File: src/rtl/ea_pkg.sv
package ea_pkg;
  parameter int AW = 16;
  parameter int DW = 8;
  parameter int MW = 4;

  typedef enum logic [MW-1:0] {
    M_ZP   = 4'd0,
    M_ZPX  = 4'd1,
    M_ZPY  = 4'd2,
    M_ABS  = 4'd3,
    M_ABSX = 4'd4,
    M_ABSY = 4'd5,
    M_INDX = 4'd6,
    M_INDY = 4'd7,
    M_REL  = 4'd8
  } amode_e;

  localparam logic [1:0] K_READ  = 2'd0;
  localparam logic [1:0] K_WRITE = 2'd1;
  localparam logic [1:0] K_RMW   = 2'd2;

  typedef struct packed {
    logic [AW-1:0] ea;
    logic [1:0]    extra;
    logic          dmy_vld;
    logic [AW-1:0] dmy;
  } ea_res_t;

  // 8-bit add that stays inside page zero
  function automatic logic [DW-1:0] zp_wrap(input logic [DW-1:0] a, input logic [DW-1:0] b);
    return a + b;
  endfunction

  function automatic logic on_new_page(input logic [AW-1:0] a, input logic [AW-1:0] b);
    return a[AW-1:DW] != b[AW-1:DW];
  endfunction

  function automatic logic [AW-1:0] rel_target(input logic [AW-1:0] pc, input logic [DW-1:0] disp);
    return pc + {{(AW-DW){disp[DW-1]}}, disp};
  endfunction

  function automatic logic is_zp_form(input amode_e m);
    return (m == M_ZP) || (m == M_ZPX) || (m == M_ZPY);
  endfunction

  function automatic logic is_indirect(input amode_e m);
    return (m == M_INDX) || (m == M_INDY);
  endfunction

  function automatic logic [DW-1:0] pick_index(input amode_e m, input logic [DW-1:0] x,
                                               input logic [DW-1:0] y);
    case (m)
      M_ZPX, M_ABSX:         return x;
      M_ZPY, M_ABSY, M_INDY: return y;
      default:               return '0;
    endcase
  endfunction
endpackage

File: src/rtl/ea_calc.sv
module ea_calc
  import ea_pkg::*;
(
  input  amode_e        mode,
  input  logic [1:0]    kind,
  input  logic [AW-1:0] base,
  input  logic [DW-1:0] idx,
  input  logic [AW-1:0] pc,
  input  logic          taken,
  output ea_res_t       res,
  output logic          page_cross
);
  localparam logic [AW-1:0] PAGE_FLIP = {{(AW-DW-1){1'b0}}, 1'b1, {DW{1'b0}}};

  logic [AW-1:0] sum;
  logic [AW-1:0] tgt;
  logic          rd;

  always_comb begin
    sum        = base + {{(AW-DW){1'b0}}, idx};
    tgt        = rel_target(pc, base[DW-1:0]);
    rd         = (kind == K_READ);
    page_cross = 1'b0;
    res        = '0;
    case (mode)
      M_ABS, M_INDX: res.ea = base;
      M_ABSX, M_ABSY, M_INDY: begin
        res.ea = sum;
        if (rd) begin
          page_cross  = on_new_page(sum, base);
          res.extra   = {1'b0, page_cross};
          res.dmy_vld = page_cross;
          res.dmy     = sum ^ PAGE_FLIP;
        end else begin
          res.dmy_vld = 1'b1;
          res.dmy     = {base[AW-1:DW], sum[DW-1:0]};
        end
      end
      M_REL: begin
        if (taken) begin
          page_cross = on_new_page(tgt, pc);
          res.ea     = tgt;
          res.extra  = page_cross ? 2'd2 : 2'd1;
        end else begin
          res.ea = pc;
        end
      end
      default: res.ea = {{(AW-DW){1'b0}}, zp_wrap(base[DW-1:0], idx)};
    endcase
  end
endmodule

File: src/rtl/ea_rmw_seq.sv
module ea_rmw_seq (
  input  logic       clk,
  input  logic       rst_n,
  input  logic       launch,
  input  logic       zp_form,
  output logic [1:0] rmw_op,
  output logic       active
);
  typedef enum logic [1:0] {
    PH_IDLE = 2'd0,
    PH_RD   = 2'd1,
    PH_WO   = 2'd2,
    PH_WN   = 2'd3
  } ph_e;

  ph_e  ph_q;
  logic zp_q;

  always_ff @(posedge clk or negedge rst_n) begin
    if (!rst_n) begin
      ph_q <= PH_IDLE;
      zp_q <= 1'b0;
    end else begin
      case (ph_q)
        PH_IDLE: if (launch) begin
          ph_q <= PH_RD;
          zp_q <= zp_form;
        end
        PH_RD:   ph_q <= zp_q ? PH_WN : PH_WO;
        PH_WO:   ph_q <= PH_WN;
        default: ph_q <= PH_IDLE;
      endcase
    end
  end

  assign rmw_op = ph_q;
  assign active = (ph_q != PH_IDLE);

  // the unchanged write-back is always followed by the modified write
  a_r8_back_then_new: assert property (@(posedge clk) disable iff (!rst_n)
    rmw_op == 2'd2 |=> rmw_op == 2'd3);
  // page-zero form goes straight from read to modified write
  a_r9_zp_skips_back: assert property (@(posedge clk) disable iff (!rst_n)
    (rmw_op == 2'd1) && zp_q |=> rmw_op == 2'd3);
  // every sequence opens with the read step
  a_r8_opens_with_read: assert property (@(posedge clk) disable iff (!rst_n)
    (rmw_op == 2'd0) && launch |=> rmw_op == 2'd1);
endmodule

File: src/rtl/ea_unit.sv
module ea_unit
  import ea_pkg::*;
(
  input  logic          clk,
  input  logic          rst_n,
  input  logic          start,
  input  logic [MW-1:0] mode,
  input  logic [1:0]    kind,
  input  logic          taken,
  input  logic [DW-1:0] opnd_lo,
  input  logic [DW-1:0] opnd_hi,
  input  logic [DW-1:0] idx_x,
  input  logic [DW-1:0] idx_y,
  input  logic [AW-1:0] pc_next,
  output logic          zp_rd,
  output logic [DW-1:0] zp_addr,
  input  logic [DW-1:0] zp_data,
  output logic          busy,
  output logic          done,
  output logic [AW-1:0] ea,
  output logic [1:0]    extra,
  output logic          dummy_rd,
  output logic [AW-1:0] dummy_addr,
  output logic [1:0]    rmw_op
);
  typedef enum logic [1:0] {S_IDLE, S_PTR_LO, S_PTR_HI} fst_e;

  fst_e          st_q;
  amode_e        mode_in, mode_q, calc_mode, res_mode_q;
  logic [1:0]    kind_q, calc_kind, res_kind_q;
  logic [DW-1:0] ptr_q, lo_q, idx_q, calc_idx;
  logic [AW-1:0] calc_base, calc_pc;
  logic          calc_taken;
  ea_res_t       calc_res, res_q;
  logic          page_cross;
  logic          accept, finish, launch, rmw_active, done_q;

  assign mode_in = amode_e'(mode);
  assign accept  = start && !busy;
  assign finish  = (accept && !is_indirect(mode_in)) || (st_q == S_PTR_HI);
  assign launch  = finish && (calc_kind == K_RMW) && (calc_mode != M_REL);

  // operands come from the ports, or from the pointer fetch in its last cycle
  always_comb begin
    if (st_q == S_PTR_HI) begin
      calc_mode  = mode_q;
      calc_kind  = kind_q;
      calc_base  = {zp_data, lo_q};
      calc_idx   = idx_q;
      calc_pc    = '0;
      calc_taken = 1'b0;
    end else begin
      calc_mode  = mode_in;
      calc_kind  = kind;
      calc_base  = {opnd_hi, opnd_lo};
      calc_idx   = pick_index(mode_in, idx_x, idx_y);
      calc_pc    = pc_next;
      calc_taken = taken;
    end
  end

  ea_calc u_calc (
    .mode       (calc_mode),
    .kind       (calc_kind),
    .base       (calc_base),
    .idx        (calc_idx),
    .pc         (calc_pc),
    .taken      (calc_taken),
    .res        (calc_res),
    .page_cross (page_cross)
  );

  ea_rmw_seq u_rmw (
    .clk     (clk),
    .rst_n   (rst_n),
    .launch  (launch),
    .zp_form (is_zp_form(calc_mode)),
    .rmw_op  (rmw_op),
    .active  (rmw_active)
  );

  always_ff @(posedge clk or negedge rst_n) begin
    if (!rst_n) begin
      st_q       <= S_IDLE;
      ptr_q      <= '0;
      lo_q       <= '0;
      idx_q      <= '0;
      mode_q     <= M_ZP;
      kind_q     <= '0;
      done_q     <= 1'b0;
      res_q      <= '0;
      res_mode_q <= M_ZP;
      res_kind_q <= '0;
    end else begin
      done_q <= finish;
      if (finish) begin
        res_q      <= calc_res;
        res_mode_q <= calc_mode;
        res_kind_q <= calc_kind;
      end
      case (st_q)
        S_IDLE: if (accept && is_indirect(mode_in)) begin
          st_q   <= S_PTR_LO;
          ptr_q  <= zp_wrap(opnd_lo, (mode_in == M_INDX) ? idx_x : '0);
          idx_q  <= pick_index(mode_in, idx_x, idx_y);
          mode_q <= mode_in;
          kind_q <= kind;
        end
        S_PTR_LO: begin
          lo_q <= zp_data;
          st_q <= S_PTR_HI;
        end
        default: st_q <= S_IDLE;
      endcase
    end
  end

  assign zp_rd      = (st_q != S_IDLE);
  assign zp_addr    = (st_q == S_PTR_HI) ? zp_wrap(ptr_q, DW'(1)) : ptr_q;
  assign busy       = (st_q != S_IDLE) || rmw_active;
  assign done       = done_q;
  assign ea         = res_q.ea;
  assign extra      = res_q.extra;
  assign dummy_rd   = done_q && res_q.dmy_vld;
  assign dummy_addr = res_q.dmy;

  // a read result carries a dummy read exactly when one cycle is added
  a_r3_read_dummy_tracks_extra: assert property (@(posedge clk) disable iff (!rst_n)
    done && (res_kind_q == K_READ) && (res_mode_q != M_REL) |-> dummy_rd == (extra == 2'd1));
  // writes and read-modify-writes never pay a page-cross cycle
  a_r4_write_no_penalty: assert property (@(posedge clk) disable iff (!rst_n)
    done && (res_kind_q != K_READ) && (res_mode_q != M_REL) |-> extra == 2'd0);
  // the two pointer reads are at consecutive page-zero addresses
  a_r5_ptr_pair: assert property (@(posedge clk) disable iff (!rst_n)
    zp_rd && $past(zp_rd) |-> zp_addr == zp_wrap($past(zp_addr), DW'(1)));
  // only a branch can add two cycles
  a_r7_two_only_branch: assert property (@(posedge clk) disable iff (!rst_n)
    done && (extra == 2'd2) |-> res_mode_q == M_REL);
  // a pointer fetch runs to its second byte whatever start does
  a_r10_fetch_progress: assert property (@(posedge clk) disable iff (!rst_n)
    st_q == S_PTR_LO |=> st_q == S_PTR_HI);
endmodule

File: config.mk
export PLATFORM = sky130hd
export DESIGN_NAME = ea_unit
export DESIGN_NICKNAME = d
export VERILOG_FILES = /design/src/rtl/ea_pkg.sv /design/src/rtl/ea_calc.sv /design/src/rtl/ea_rmw_seq.sv /design/src/rtl/ea_unit.sv
export SDC_FILE = /design/constraint.sdc
export NUM_CORES = 1
export LEC_CHECK = 0
export CAP_MARGIN = 15
export CORE_MARGIN = 4
export CORE_UTILIZATION = 30
export DETAILED_ROUTE_END_ITERATION = 8
export PLACE_DENSITY_LB_ADDON = 0.12
export REMOVE_ABC_BUFFERS = 1
export SYNTH_ARGS = -nofsm -noshare
export SYNTH_HDL_FRONTEND = slang
export SYNTH_SLANG_ARGS = --single-unit
File: constraint.sdc
create_clock -name clk -period 4.3 [get_ports clk]
set_clock_uncertainty 0.05 [all_clocks]
set_input_delay 0.86 -clock clk [delete_from_list [all_inputs] [get_ports clk]]
set_output_delay 0.86 -clock clk [all_outputs]
set_load 0.005 [all_outputs]
=== Word-level counts from Yosys, hierarchy flattened ===
Index checks and enable logic that the tools add are counted.

* Input bits: 66
* Output and inout bits: 48
* Flip-flop bits (word level): 71
* Word-level logic and storage cells: 90

* Equality and inequality tests: 24
* Add/subtract/negate cells: 5
* Reduce and logical (&&, ||, !) cells: 25
* Bitwise logic cells: 1
* Muxes and demuxes: 22

{| class="wikitable"
|+ Operator list
! kind !! count
|-
| $mux 16 || 3
|-
| $pmux 16 s3 || 1
|-
| $mux 17 || 2
|-
| $eq 4x3->1 const B || 8
|-
| $mux 8 || 3
|-
| $add 16x16->16 || 1
|-
| $add 16x8->16 || 1
|-
| $add 8x8->8 || 2
|-
| $ne 8x8->1 || 2
|-
| $pmux 8 s2 || 1
|-
| $eq 4x2->1 const B || 3
|-
| $mux 2 || 5
|-
| $add 8x1->8 const B || 1
|-
| $eq 4x1->1 const B || 2
|-
| $pmux 2 s2 || 2
|-
| $eq 2x2->1 const B || 3
|-
| $logic_and 1x1->1 || 6
|-
| $logic_not 2->1 || 3
|-
| $pmux 2 s3 || 1
|-
| $reduce_or 3->1 || 2
|-
| $logic_or 1x1->1 || 5
|-
| $eq 2x1->1 const B || 2
|-
| $eq 4x4->1 const B || 1
|-
| $logic_not 4->1 || 1
|-
| 9 further kinds || 16
|}

=== Longest topological paths before layout ===
* Word-level depth: 10
* Depth in mapped cells: 20
* Mapped depth without buffers: 17

=== Hierarchy ===
From an unflattened synthesis, not the netlist that was laid out.

* Cell total of the unflattened synthesis: 718
* Area total of the unflattened synthesis: 6228.5 um2

{| class="wikitable"
|+ By module, submodules not included
! module !! seq. area each (um2) !! area each (um2) !! instances !! cells an instance
|-
| ea_unit || 1701.6 || 3856.2 || 1 || 393
|-
| ea_calc || 0.0 || 2168.3 || 1 || 306
|-
| ea_rmw_seq || 75.1 || 203.9 || 1 || 19
|}

=== Least setup slack after synthesis ===
OpenSTA, ideal clock, no wires.

* Path type: register to register
* Start: reg st_q[1]
* End: reg res_q, in the netlist dummy_addr[14]
* Path buffers: 5
* Cell stages (with the launch flop): 21
* Arrival: 3.939 ns
* Required time: 4.155 ns
* Setup slack: 0.216 ns
* Cell sequence: dfrtp_1 > nand2b_1 > clkbuf_1 > clkbuf_1 > buf_2 > clkbuf_1 > clkbuf_1 > nor2_1 > a21oi_1 > ha_1 > inv_1 > fa_1 > nor2b_1 > o21a_1 > o21ai_0 > a21oi_1 > nand3_1 > nor3_1 > nand2_1 > xnor2_1 > o31ai_1

* Cells in the longest elaborated chain, start to end: 6

{| class="wikitable"
|+ RTL lines
! element !! RTL line !! RTL
|-
| from (decl) || ea_unit.sv:28 || <nowiki>fst_e st_q;</nowiki>
|-
| from (signal assigned) || ea_unit.sv:84 || <nowiki>st_q <= S_IDLE;</nowiki>
|-
| from (signal assigned) || ea_unit.sv:103 || <nowiki>st_q <= S_PTR_LO;</nowiki>
|-
| from (signal assigned) || ea_unit.sv:111 || <nowiki>st_q <= S_PTR_HI;</nowiki>
|-
| parallel branches: the longest is 6 deep, another holds $add 16x8->16 || - ||
|-
| to (signal assigned) || ea_unit.sv:97 || <nowiki>res_q <= calc_res;</nowiki>
|-
| to (decl) || ea_unit.sv:34 || <nowiki>ea_res_t calc_res, res_q;</nowiki>
|}

Several ways; the timed one is not identified.
A chain may end at the register's enable or synchronous reset.

=== Worst setup path in the final report ===
* Start: in mode[0]
* End: reg res_q, in the netlist ea[11]

* Cells in the longest elaborated chain, start to end: 6

{| class="wikitable"
|+ RTL lines
! element !! RTL line !! RTL
|-
| from (decl) || ea_unit.sv:7 || <nowiki>input logic [MW-1:0] mode,</nowiki>
|-
| $eq 4x3->1 (tied with other cells) || ea_pkg.sv:47, ea_pkg.sv:52 ||
|-
| $reduce_or 3->1 or $reduce_or 2->1 (tied branches) || ea_pkg.sv:52 || <nowiki>case (m)</nowiki>
|-
| $pmux 8 s2 || ea_pkg.sv:52 ||
|-
| $mux 8 || ea_unit.sv:45 || <nowiki>if (st_q == S_PTR_HI) begin</nowiki>
|-
| $add 16x8->16 || ea_calc.sv:20 || <nowiki>sum = base + {{(AW-DW){1'b0}}, idx};</nowiki>
|-
| $pmux 16 s3 || ea_calc.sv:25 || <nowiki>case (mode)</nowiki>
|}

Parallel ways exist; a longest one is shown, timed or not.

==> results.toml <==
[critical_path]
r2r_end = "extra[0]"
r2r_setup_slack_ns = 0.52
cp.required_ns = 4.46
path_class = "primary input to flop"
cp-start-kind = "primary input"
crit_top_cell = "a21oi_1"
rr_startpoint = "st_q[0]"
critPathBufInv = 4
worstPathArrival_ns = 4.21
worstPathMaxFanout = 4
critPathCaptureType = "flop"
slowest_delay_ns = 0.55
cp_top_family = "compound AO/OA/AOI/OAI gates"
path_cells = "clkdlybuf4s50_1 -> nor2_1 -> nand2_1 -> a21oi_1 -> buf_4 -> buf_4 -> a22oi_1 -> a21oi_1 -> ha_1 -> inv_1 -> o21ai_0 -> a31oi_1 -> nor4_2 -> xnor2_1 -> a221oi_1 -> a21oi_1"
rr_worst_depth = 15
crit_path_top_delay_cell = "clkdlybuf4s50_1"

[logic_synthesis]
synth_area_leader_cell = "dfrtp_1"
async_flop_share = 1.00
synth-edff-count = 0
synth.distinct_cells = 67
yosys_warnings = 0
synth_top_area_share = 0.295
postSynthAreaPerCell_um2 = 8.28
ys_ff_latch = 71
synthCells = 728
ys_seq_area_frac = 0.295
post_synth_main_area_contributors = "dfrtp_1, ha_1, nand2_1, xnor2_1, a21oi_1"
syn-cell-area_um2 = 6030
ys.flop_type = "dfrtp_1"

[pwr]
p_sw_w = 0.00117
p_leak_nw = 3.42
seqPwrFrac = 0.323
p_sw_frac = 0.351
p_comb_frac = 0.450
ir_drop_uv = 151
finalPower_w = 0.00333
power_density_nw_per_um2 = 423
pwr-share-clk = 0.228
internal-power_w = 0.00216

[timing]
hold_viol_final = 0
finalSetupTns_ns = 0
fmax_ghz = 0.247
fin_crit_sh = 0.942
tightest_slew_ns = 1.10
postLayoutSetupSlackWorst_ns = 0.250
rsz0062_at_grt = "false"
period_minus_slack_ns = 4.05
slew-limit-headroom = 0.265
setup_viol = 0
final_max_slew_viol_count = 0

[routing]
routed_wl_mm = 20.1
route.detailed.drc = 0
drt_iter0_markers = 336
ant_nets = 0
first_pass_iters = 5
post_drt_wl_per_cell_um = 18.1
via_per_inst = 5.08
vias = 5660

[global_routing]
grt_pass1_wl_mm = 31.5
grtUsageTotal = 0.181
grt_max_degree = 72
grt_pass1_vias = 5610
antenna_found_initial = 0
overflow = 0

[die]
initial_core_util = 0.308
num_rows = 51
pin_count = 114
coreArea_um2 = 19600
fp.dieH_um = 150
fp.dieW_um = 150
die_area_um2 = 22400

[clock_network]
postCtsSetupBuffers = 0
cts_buffer_depth = 2
cts.sink_count = 71
ctsRootBufferMaster = "clkbuf_16"
cts_tree = "yes"
cts_max_level = 3
cts_buffers = 9
ctsHoldBuffers = 0
insertion_delay_ns = 0.34
clk_pin_slew_ns = 0.06

[run]
max_cap_viol_count = 0

[worst_hold_path]
hp-start = "dummy_addr[0]"
min_path_type = "flop to flop"
worstHoldEndpoint = "dummy_addr[0]"
whs_path_depth = 2

[finish]
final_layout_size_suffix_gt1_frac = 0.127
final_common_cell = "clkdlybuf4s50_1"
nets = 948
area_growth_pct = 30.6
n_antenna_cell = 0
final_cell_mix = "clkdlybuf4s50_1, nand2_1, dfrtp_1"
postLayoutCellArea_um2 = 7880
fill_cells = 2006

[place]
portBuffers = 113
place_ws_ns = -0.142
routabilityCongestion = 0.859
placed_area_um2 = 7570
dp_hpwl_mm = 16.0

[outcome]
status = "finished, final reports clean"
==> how the worst max path moves through the flow <==
stage / end / start / cells past startpoint / slack, ns
after floorplan: dummy_addr[14] / mode[2] / 16 / 0.27
after global placement: ea[11] / mode[0] / 16 / -0.08
after detailed placement: ea[11] / mode[0] / 16 / -0.14
after CTS: ea[11] / mode[0] / 16 / 0.21
after global routing: dummy_addr[14] / mode[0] / 19 / 0.02
final: ea[11] / mode[0] / 16 / 0.25
==> tightest hold or removal path: stages (launching register included) <==
cell and delay, ns:
dfrtp_1 0.35, nand2_1 0.05, nand2_1 0.05
==> power by group through the flow <==
stage | combinational [W] | sequential, W | clock [W]
after floorplan | 0.000766 | 0.00106 | 0
after global placement | 0.00149 | 0.00108 | 0
after detailed placement | 0.00151 | 0.00109 | 0
after CTS | 0.00152 | 0.00108 | 0.000776
after global routing | 0.00166 | 0.00111 | 0.000805
final | 0.00150 | 0.00108 | 0.000759
==> layout make-up <==
cell class / instances / area, µm² / share of cell area
sequential: 71 / 1780 / 0.226
clock inverter: 3 / 42.5 / 0.00540
clock buffer: 13 / 250 / 0.0318
timing repair buffer: 175 / 1610 / 0.204
tap: 265 / 332 / 0.0421
multi-input combinational: 562 / 3770 / 0.479
inverter: 25 / 93.8 / 0.0119
==> stage by stage <==
| step | hold slack, ns | utilization | cells |
|---|---|---|---|
| final | 0.432 | 0.402 | 1114 |
| after global placement | 0.409 | 0.386 | 1098 |
| after floorplan | 0.401 | - | 658 |
| after global routing | 0.469 | 0.402 | 1114 |
| after CTS | 0.436 | 0.401 | 1114 |
| after detailed placement | 0.424 | 0.386 | 1098 |
==> synth_stat cells (all sizes together), types with 3 or more instances <==
cell type  count
o21bai         4
nand2b        10
o21ai         40
o22ai          8
a31oi          8
fa             3
a22o          12
a211oi         6
a21oi         56
xnor2         38
a22oi          9
and2          19
buf           43
nor3          12
a21o          11
nor4           5
mux2i         15
nand3         17
inv           24
nor2          44
a222oi         6
dfrtp         71
ha            35
mux2          15
clkbuf        27
o21a           5
nor2b          6
nand4          5
xor2          15
nand2        105
and3           9
nor3b          4
o31ai          9
==> cells by family after synthesis <==
logic type | share of synthesized area
simple gates | 0.195
compound gates | 0.215
buf+inv | 0.0828
flops | 0.295
xor+xnor | 0.0770
fa+ha+maj | 0.0826
mux | 0.0529
==> routing by layer <==
layer	GRT usage	wire length, µm	up-vias
met2	0.300	9570	130
met3	0.0330	979	15
met4	0.0393	251	0
met1	0.247	9310	2718
met5	0	0	-
li1	-	-	2797
==> state kept, by name (all words and copies together) (netlist names) <==
signal        flops
ptr_q             8
mode_q            4
lo_q              8
done              1
idx_q             8
extra             2
res_q             1
u_rmw.zp_q        1
dummy_addr       16
u_rmw.rmw_op      2
st_q              2
ea               16
kind_q            2
==> timing repair <==
item,4_1_cts,5_1_grt
setup endpoints to repair,0,3
gates resized for setup,0,3
hold endpoints to repair,0,0
(Power assumes the default switching activity.)
